File: src/rtl/rxd_pkg.sv
package rxd_pkg;

  typedef enum logic [1:0] {CL_UNI, CL_MULTI, CL_BCAST} frame_cls_e;

  typedef enum logic [2:0] {
    S_COLLECT, S_DRQ, S_DRS, S_FLUSH, S_STREAM, S_DRAIN, S_WB
  } rxd_state_e;

  // completion word: length with CRC allowance in the top half, first/last flags
  function automatic logic [31:0] wb_word(input logic [15:0] len);
    logic [15:0] t;
    t = len + 16'd4;
    return {t, 16'h0300};
  endfunction

  // destination address, first byte in bits 7:0
  function automatic frame_cls_e classify(input logic [47:0] da);
    if (!da[0])   return CL_UNI;
    else if (&da) return CL_BCAST;
    else          return CL_MULTI;
  endfunction

  function automatic logic [3:0] strb_of(input logic [2:0] nbytes);
    case (nbytes)
      3'd1:    return 4'b0001;
      3'd2:    return 4'b0011;
      3'd3:    return 4'b0111;
      default: return 4'b1111;
    endcase
  endfunction

endpackage

File: src/rtl/rxd_packer.sv
module rxd_packer (
  input  logic        clk,
  input  logic        rst_n,
  input  logic        take,
  input  logic [7:0]  din,
  input  logic        dlast,
  input  logic        pop,
  output logic [31:0] word,
  output logic [3:0]  strb,
  output logic        done,
  output logic        last
);
  logic [2:0] cnt;

  always_ff @(posedge clk or negedge rst_n) begin
    if (!rst_n) begin
      word <= '0;
      cnt  <= '0;
      done <= 1'b0;
      last <= 1'b0;
    end else if (pop) begin
      cnt  <= '0;
      done <= 1'b0;
      last <= 1'b0;
    end else if (take) begin
      word[cnt[1:0]*8 +: 8] <= din;
      cnt  <= cnt + 3'd1;
      done <= (cnt == 3'd3) || dlast;
      last <= dlast;
    end
  end

  assign strb = rxd_pkg::strb_of(cnt);
endmodule

File: src/rtl/rxd_stats.sv
module rxd_stats #(
  parameter int CNT_W = 64,
  parameter int LEN_W = 16
) (
  input  logic                clk,
  input  logic                rst_n,
  input  logic                upd,
  input  logic [LEN_W-1:0]    len,
  input  rxd_pkg::frame_cls_e cls,
  output logic [CNT_W-1:0]    cnt_bytes,
  output logic [CNT_W-1:0]    cnt_frames,
  output logic [CNT_W-1:0]    cnt_mcast,
  output logic [CNT_W-1:0]    cnt_bcast
);
  always_ff @(posedge clk or negedge rst_n) begin
    if (!rst_n) begin
      cnt_bytes  <= '0;
      cnt_frames <= '0;
      cnt_mcast  <= '0;
      cnt_bcast  <= '0;
    end else if (upd) begin
      cnt_bytes  <= cnt_bytes + CNT_W'(len) + CNT_W'(4);
      cnt_frames <= cnt_frames + CNT_W'(1);
      if (cls == rxd_pkg::CL_MULTI) cnt_mcast <= cnt_mcast + CNT_W'(1);
      if (cls == rxd_pkg::CL_BCAST) cnt_bcast <= cnt_bcast + CNT_W'(1);
    end
  end
endmodule

File: src/rtl/rxd_writeback.sv
module rxd_writeback #(
  parameter int AW         = 32,
  parameter int CNT_W      = 64,
  parameter int LEN_W      = 16,
  parameter int MIN_LEN    = 12,
  parameter int DESC_BYTES = 32
) (
  input  logic             clk,
  input  logic             rst_n,
  input  logic             rx_enable,
  input  logic [AW-1:0]    rx_base,
  input  logic             base_load,
  input  logic             in_valid,
  input  logic [7:0]       in_data,
  input  logic             in_last,
  output logic             in_ready,
  output logic             rd_valid,
  output logic [AW-1:0]    rd_addr,
  input  logic             rd_ready,
  input  logic             rd_rvalid,
  input  logic [31:0]      rd_rdata,
  output logic             wr_valid,
  output logic [AW-1:0]    wr_addr,
  output logic [31:0]      wr_data,
  output logic [3:0]       wr_strb,
  input  logic             wr_ready,
  output logic             evt_rx_done,
  output logic             evt_no_desc,
  output logic [AW-1:0]    cur_desc_ptr,
  output logic [CNT_W-1:0] cnt_bytes,
  output logic [CNT_W-1:0] cnt_frames,
  output logic [CNT_W-1:0] cnt_mcast,
  output logic [CNT_W-1:0] cnt_bcast
);
  import rxd_pkg::*;

  localparam int HDR_WORDS = MIN_LEN / 4;
  localparam int HW_W      = (HDR_WORDS > 1) ? $clog2(HDR_WORDS) : 1;

  rxd_state_e       st;
  logic [31:0]      hdr [HDR_WORDS];
  logic [HW_W-1:0]  hcnt, fidx;
  logic [1:0]       didx;
  logic [LEN_W-1:0] len_cnt;
  logic             ended, ring_end;
  logic [AW-1:0]    buf_addr;

  logic [31:0] pk_word;
  logic [3:0]  pk_strb;
  logic        pk_done, pk_last, pk_take, pk_pop, acc;

  // named internal events, used by the checker
  logic frm_first, wb_fire, runt_fire;

  assign acc       = in_valid && in_ready;
  assign pk_take   = acc && (st == S_COLLECT || st == S_STREAM);
  assign frm_first = (st == S_COLLECT) && (len_cnt == '0);
  assign runt_fire = (st == S_COLLECT) && pk_done && pk_last && (len_cnt < LEN_W'(MIN_LEN));
  assign wb_fire   = (st == S_WB) && wr_ready;
  assign pk_pop    = ((st == S_COLLECT) && pk_done) ||
                     ((st == S_STREAM) && pk_done && wr_ready);

  always_comb begin
    case (st)
      S_COLLECT: in_ready = !pk_done && (len_cnt != '0 || rx_enable);
      S_STREAM:  in_ready = !pk_done;
      S_DRAIN:   in_ready = 1'b1;
      default:   in_ready = 1'b0;
    endcase
  end

  assign rd_valid = (st == S_DRQ);
  assign rd_addr  = cur_desc_ptr + AW'({didx, 2'b00});

  always_comb begin
    wr_valid = 1'b0;
    wr_addr  = buf_addr;
    wr_data  = hdr[fidx];
    wr_strb  = 4'hF;
    case (st)
      S_FLUSH:  wr_valid = 1'b1;
      S_STREAM: begin
        wr_valid = pk_done;
        wr_data  = pk_word;
        wr_strb  = pk_strb;
      end
      S_WB: begin
        wr_valid = 1'b1;
        wr_addr  = cur_desc_ptr;
        wr_data  = wb_word(16'(len_cnt));
      end
      default: ;
    endcase
  end

  rxd_packer u_pack (
    .clk(clk), .rst_n(rst_n), .take(pk_take), .din(in_data), .dlast(in_last),
    .pop(pk_pop), .word(pk_word), .strb(pk_strb), .done(pk_done), .last(pk_last)
  );

  rxd_stats #(.CNT_W(CNT_W), .LEN_W(LEN_W)) u_stats (
    .clk(clk), .rst_n(rst_n), .upd(wb_fire), .len(len_cnt),
    .cls(classify({hdr[1][15:0], hdr[0]})),
    .cnt_bytes(cnt_bytes), .cnt_frames(cnt_frames),
    .cnt_mcast(cnt_mcast), .cnt_bcast(cnt_bcast)
  );

  always_ff @(posedge clk or negedge rst_n) begin
    if (!rst_n) begin
      st           <= S_COLLECT;
      for (int i = 0; i < HDR_WORDS; i++) hdr[i] <= '0;
      hcnt         <= '0;
      fidx         <= '0;
      didx         <= '0;
      len_cnt      <= '0;
      ended        <= 1'b0;
      ring_end     <= 1'b0;
      buf_addr     <= '0;
      cur_desc_ptr <= '0;
      evt_rx_done  <= 1'b0;
      evt_no_desc  <= 1'b0;
    end else begin
      evt_rx_done <= 1'b0;
      evt_no_desc <= 1'b0;
      if (pk_take) len_cnt <= len_cnt + LEN_W'(1);
      if (base_load) cur_desc_ptr <= rx_base;
      case (st)
        S_COLLECT: if (pk_done) begin
          if (runt_fire) begin
            evt_rx_done <= 1'b1;
            len_cnt     <= '0;
            hcnt        <= '0;
          end else begin
            hdr[hcnt] <= pk_word;
            if (hcnt == HW_W'(HDR_WORDS - 1)) begin
              hcnt  <= '0;
              didx  <= '0;
              ended <= pk_last;
              st    <= S_DRQ;
            end else begin
              hcnt <= hcnt + HW_W'(1);
            end
          end
        end
        S_DRQ: if (rd_ready) st <= S_DRS;
        S_DRS: if (rd_rvalid) begin
          case (didx)
            2'd0: begin
              if (!rd_rdata[31]) begin
                if (ended) begin
                  evt_no_desc <= 1'b1;
                  len_cnt     <= '0;
                  st          <= S_COLLECT;
                end else begin
                  st <= S_DRAIN;
                end
              end else begin
                didx <= 2'd1;
                st   <= S_DRQ;
              end
            end
            2'd1: begin
              ring_end <= rd_rdata[15];
              didx     <= 2'd2;
              st       <= S_DRQ;
            end
            default: begin
              buf_addr <= AW'(rd_rdata);
              fidx     <= '0;
              st       <= S_FLUSH;
            end
          endcase
        end
        S_FLUSH: if (wr_ready) begin
          buf_addr <= buf_addr + AW'(4);
          if (fidx == HW_W'(HDR_WORDS - 1)) st <= ended ? S_WB : S_STREAM;
          else fidx <= fidx + HW_W'(1);
        end
        S_STREAM: if (pk_done && wr_ready) begin
          buf_addr <= buf_addr + AW'(4);
          if (pk_last) st <= S_WB;
        end
        S_DRAIN: if (in_valid && in_last) begin
          evt_no_desc <= 1'b1;
          len_cnt     <= '0;
          st          <= S_COLLECT;
        end
        S_WB: if (wr_ready) begin
          cur_desc_ptr <= ring_end ? rx_base : cur_desc_ptr + AW'(DESC_BYTES);
          evt_rx_done  <= 1'b1;
          len_cnt      <= '0;
          st           <= S_COLLECT;
        end
        default: st <= S_COLLECT;
      endcase
    end
  end
endmodule

File: config.mk
export PLATFORM = sky130hd
export DESIGN_NAME = rxd_writeback
export DESIGN_NICKNAME = d
export VERILOG_FILES = /design/src/rtl/rxd_pkg.sv /design/src/rtl/rxd_packer.sv /design/src/rtl/rxd_stats.sv /design/src/rtl/rxd_writeback.sv
export SDC_FILE = /design/constraint.sdc
export NUM_CORES = 1
export LEC_CHECK = 0
export BUFFER_PORTS_ARGS = -buffer_cell sky130_fd_sc_hd__buf_2
export CORE_MARGIN = 2
export CORE_UTILIZATION = 56
export CTS_CLUSTER_DIAMETER = 100
export DETAILED_ROUTE_END_ITERATION = 16
export MAX_ROUTING_LAYER = met4
export PLACE_DENSITY_LB_ADDON = 0.05
export SYNTH_ARGS = -nofsm -noshare
export SYNTH_HDL_FRONTEND = slang
export SYNTH_SLANG_ARGS = --single-unit
File: constraint.sdc
create_clock -name clk -period 3.9 [get_ports clk]
set_input_delay 0.39 -clock clk [delete_from_list [all_inputs] [get_ports clk]]
set_output_delay 0.39 -clock clk [all_outputs]
set_load 0.01 [all_outputs]
==> impl_metrics.env <==
export IMPL_r2r_slack_ns=0.63
export IMPL_internal_power_mw=10.7
export IMPL_critPathKind="reg2out"
export IMPL_syn_num_nets=2651
export IMPL_power_density_nw_per_um2=562
export IMPL_drv_slew=0
export IMPL_cts_buffer_depth=3
export IMPL_sw_frac_of_total=0.363
export IMPL_dieArea_um2=46300
export IMPL_drive_above_1_share=0.254
export IMPL_grt_pass1_wl_um=119000
export IMPL_critical_path_required_ns=3.51
export IMPL_crit_chain="ha_1 -> and3_1 -> nand3_1 -> nor3_1 -> nand2_1 -> nor2_1 -> xor2_1 -> buf_2"
export IMPL_fin_worst_skew_ns=0.0248
export IMPL_setup_ws_ns=0.209
export IMPL_mostFrequentLayoutCells="dfrtp_1 (482), buf_2 (471), nand2_1 (274), xnor2_1 (203), a21oi_1 (182)"
export IMPL_final_hold_viol_count=0
export IMPL_final_common_cell="dfrtp_1"
export IMPL_ys_warn_count=0
export IMPL_drtIter0Drc=1912
export IMPL_synth_cell_types=71
export IMPL_synth_area_um2=25000
export IMPL_area_growth_syn_to_layout_pct=19.2
export IMPL_place_congestion=0.967
export IMPL_vias=21500
export IMPL_end_kind="primary output"
export IMPL_p_sw_mw=6.08
export IMPL_dp_cells=3505
export IMPL_ir_worst_vdd_mv=0.486
export IMPL_coreArea_um2=44100
export IMPL_groute_usage_overall=0.333
export IMPL_leakage_nw=14.6
export IMPL_ys_ff_latch=482
export IMPL_clk_pin_slew_worst_paths_ns=0.06
export IMPL_final_min_clock_period_ns=3.69
export IMPL_clk_latency_ns=0.61
export IMPL_io_pins=474
export IMPL_synth_edff_count=0
export IMPL_wl_per_cell_um=21.0
export IMPL_port_buffers=472
export IMPL_post_route_util=0.675
export IMPL_design_area_um2=29800
export IMPL_finalNonFillerCells=3609
export IMPL_antenna_found_initial=8
export IMPL_pre_cts_ws_ns=0.679
export IMPL_ys_flop_type="dfrtp_1"
export IMPL_root_buffer="clkbuf_16"
export IMPL_maxCapViolations=0
export IMPL_status="complete, no violations"
export IMPL_finalSetupViolCount=0
export IMPL_drt_first_pass_iters=6
export IMPL_overflow=0
export IMPL_postSynth_asyncResetShare=1.00
export IMPL_slew_headroom=0.238
export IMPL_grt_setup_unrepaired="no"
export IMPL_routed_wl_um=75800
export IMPL_setup_tns_ns=0
export IMPL_slowest_stage="nor3_1"
export IMPL_rows=77
export IMPL_min_period_over_period=0.946
export IMPL_max_stage_delay_ns=0.73
export IMPL_seq_area_frac_synth=0.483
export IMPL_crit_arrival_ns=3.30
export IMPL_place_area_um2=28000
export IMPL_die_h_um=215
export IMPL_avgSynthCellArea_um2=9.93
export IMPL_hp_class="in2reg"
export IMPL_grt_max_degree=88
export IMPL_synth_cells=2517
export IMPL_htree_levels=2
export IMPL_start_util=0.566
export IMPL_drc_errors=0
export IMPL_antenna_left=0
export IMPL_fmax_mhz=271
export IMPL_viasPerCell=5.96
export IMPL_die_w_um=215
export IMPL_grt_pass1_vias=20700
export IMPL_numCtsBuffers=51
export IMPL_p_clk_frac=0.294
export IMPL_seq_power_share=0.402
export IMPL_dpl_hpwl_um=55000
export IMPL_cts_tree="built"
export IMPL_cts_sinks=482
export IMPL_worstPathMaxFanout=7
export IMPL_combPwrFrac=0.304
export IMPL_cts_setup_buffers=0
export IMPL_startpoint_type="register"
export IMPL_worst_pin_slew_ns=1.14
export IMPL_nNetsFinal=3106
-- critical path, delay by kind of cell, from the launching register on --
kind | cells | cell delay [ns]
xor+xnor | 1 | 0.17
fa+ha+maj | 1 | 0.24
buf+inv | 1 | 0.15
flops | 1 | 0.46
simple gates | 5 | 1.67
-- per-stage QoR --
step	hold slack, ns	total power [mW]
3_5_place_dp	0.461	11.8
5_1_grt	0.00921	17.6
3_3_place_gp	0.455	11.7
4_1_cts	0.00123	16.7
6_report	0.0263	16.7
2_1_floorplan	0.0944	9.70
-- cell type report --
type / instances / area [um2]
well taps: 592 / 741
multi-input cells: 1862 / 12200
clock buffers: 77 / 1510
clock inverters: 13 / 171
flip-flops and latches: 482 / 12100
diodes: 8 / 20.0
fillers: 3642 / 14300
inverters: 51 / 191
repair buffers: 524 / 2840
-- flip-flops by register name, summed over array words and instances, names as in the netlist, 2 cells and up --
| name | flops |
|---|---|
| hdr | 96 |
| u_stats.cnt_bcast | 64 |
| u_stats.cnt_bytes | 64 |
| u_stats.cnt_frames | 64 |
| u_stats.cnt_mcast | 64 |
| buf_addr | 32 |
| cur_desc_ptr | 32 |
| u_pack.word | 32 |
| len_cnt | 16 |
| st | 3 |
| u_pack.cnt | 3 |
| didx | 2 |
| fidx | 2 |
| hcnt | 2 |
-- layer usage --
| metal | vias to the layer above | share of wire | routed length (um) | GRT usage |
|---|---|---|---|---|
| li1 | 9828 | - | - | - |
| met4 | 0 | 0.043 | 3250 | 0.140 |
| met2 | 873 | 0.46 | 34900 | 0.508 |
| met5 | - | 0 | 0 | - |
| met3 | 177 | 0.069 | 5230 | 0.0620 |
| met1 | 10600 | 0.43 | 32500 | 0.439 |
-- path summary, 6_finish.rpt --
check | start | endpoint | cells after the start
worst max register to register | len_cnt[1] | u_stats.cnt_bytes[25] | 11
worst min-delay path | rx_base[3] | cur_desc_ptr[3] | 2
max in group asynchronous | rst_n | u_stats.cnt_bytes[35] | 4
worst max-delay path | cur_desc_ptr[6] | rd_addr[23] | 8
worst min register to register | u_stats.cnt_mcast[63] | u_stats.cnt_mcast[63] | 1
min in group asynchronous | rst_n | u_stats.cnt_bytes[51] | 2
-- what timing repair did --
| action | CTS | global route |
|---|---|---|
| hold endpoints to repair | 86 | 0 |
| hold buffers | 6 | 0 |
| gates resized for setup | 0 | 0 |
| setup endpoints to repair | 0 | 0 |
-- power by group through the flow --
stage / sequential [mW] / clock, mW / combinational, mW
final: 6.73 / 4.91 / 5.09
after CTS: 6.69 / 4.99 / 5.05
after global placement: 6.73 / 0 / 4.93
after detailed placement: 6.76 / 0 / 5.00
after global routing: 6.83 / 5.19 / 5.54
after floorplan: 6.44 / 0 / 3.26
-- cell families after synthesis --
family,Yosys count,share of synthesized area
buffers and inverters,173,0.0287
other,1,0.000150
AO/OA/AOI/OAI,420,0.0955
multiplexers,174,0.0770
flip-flops,482,0.483
XOR/XNOR,299,0.105
adder cells (fa/ha/maj),53,0.0271
AND/OR/NAND/NOR,915,0.184
-- cells in the mapped netlist, types with 4 or more instances --
master / count / area (um2)
o21a_1: 4 / 30.0
a21oi_1: 182 / 911
nand3_1: 123 / 616
nor4_1: 17 / 106
ha_1: 51 / 638
and3_1: 56 / 350
a211o_1: 9 / 78.8
a221oi_1: 16 / 140
xnor2_1: 203 / 1780
clkbuf_1: 90 / 338
a31oi_1: 6 / 37.5
or2_2: 7 / 43.8
buf_2: 10 / 50.1
buf_1: 10 / 37.5
o21ai_0: 135 / 676
and4_1: 42 / 368
nor3b_1: 5 / 37.5
dfrtp_1: 482 / 12100
nand4_1: 102 / 638
a21o_1: 10 / 75.1
xor2_1: 96 / 841
a211oi_1: 6 / 45.0
and2_1: 21 / 131
or3_1: 12 / 75.1
mux2_2: 145 / 1630
nor2_1: 173 / 649
inv_1: 50 / 188
nand2b_1: 13 / 81.3
buf_4: 9 / 67.6
o22ai_1: 22 / 138
nor2b_1: 7 / 43.8
nand2_1: 274 / 1030
mux2i_1: 27 / 270
nor3_1: 39 / 195
Power figures use the tool's default switching activity.
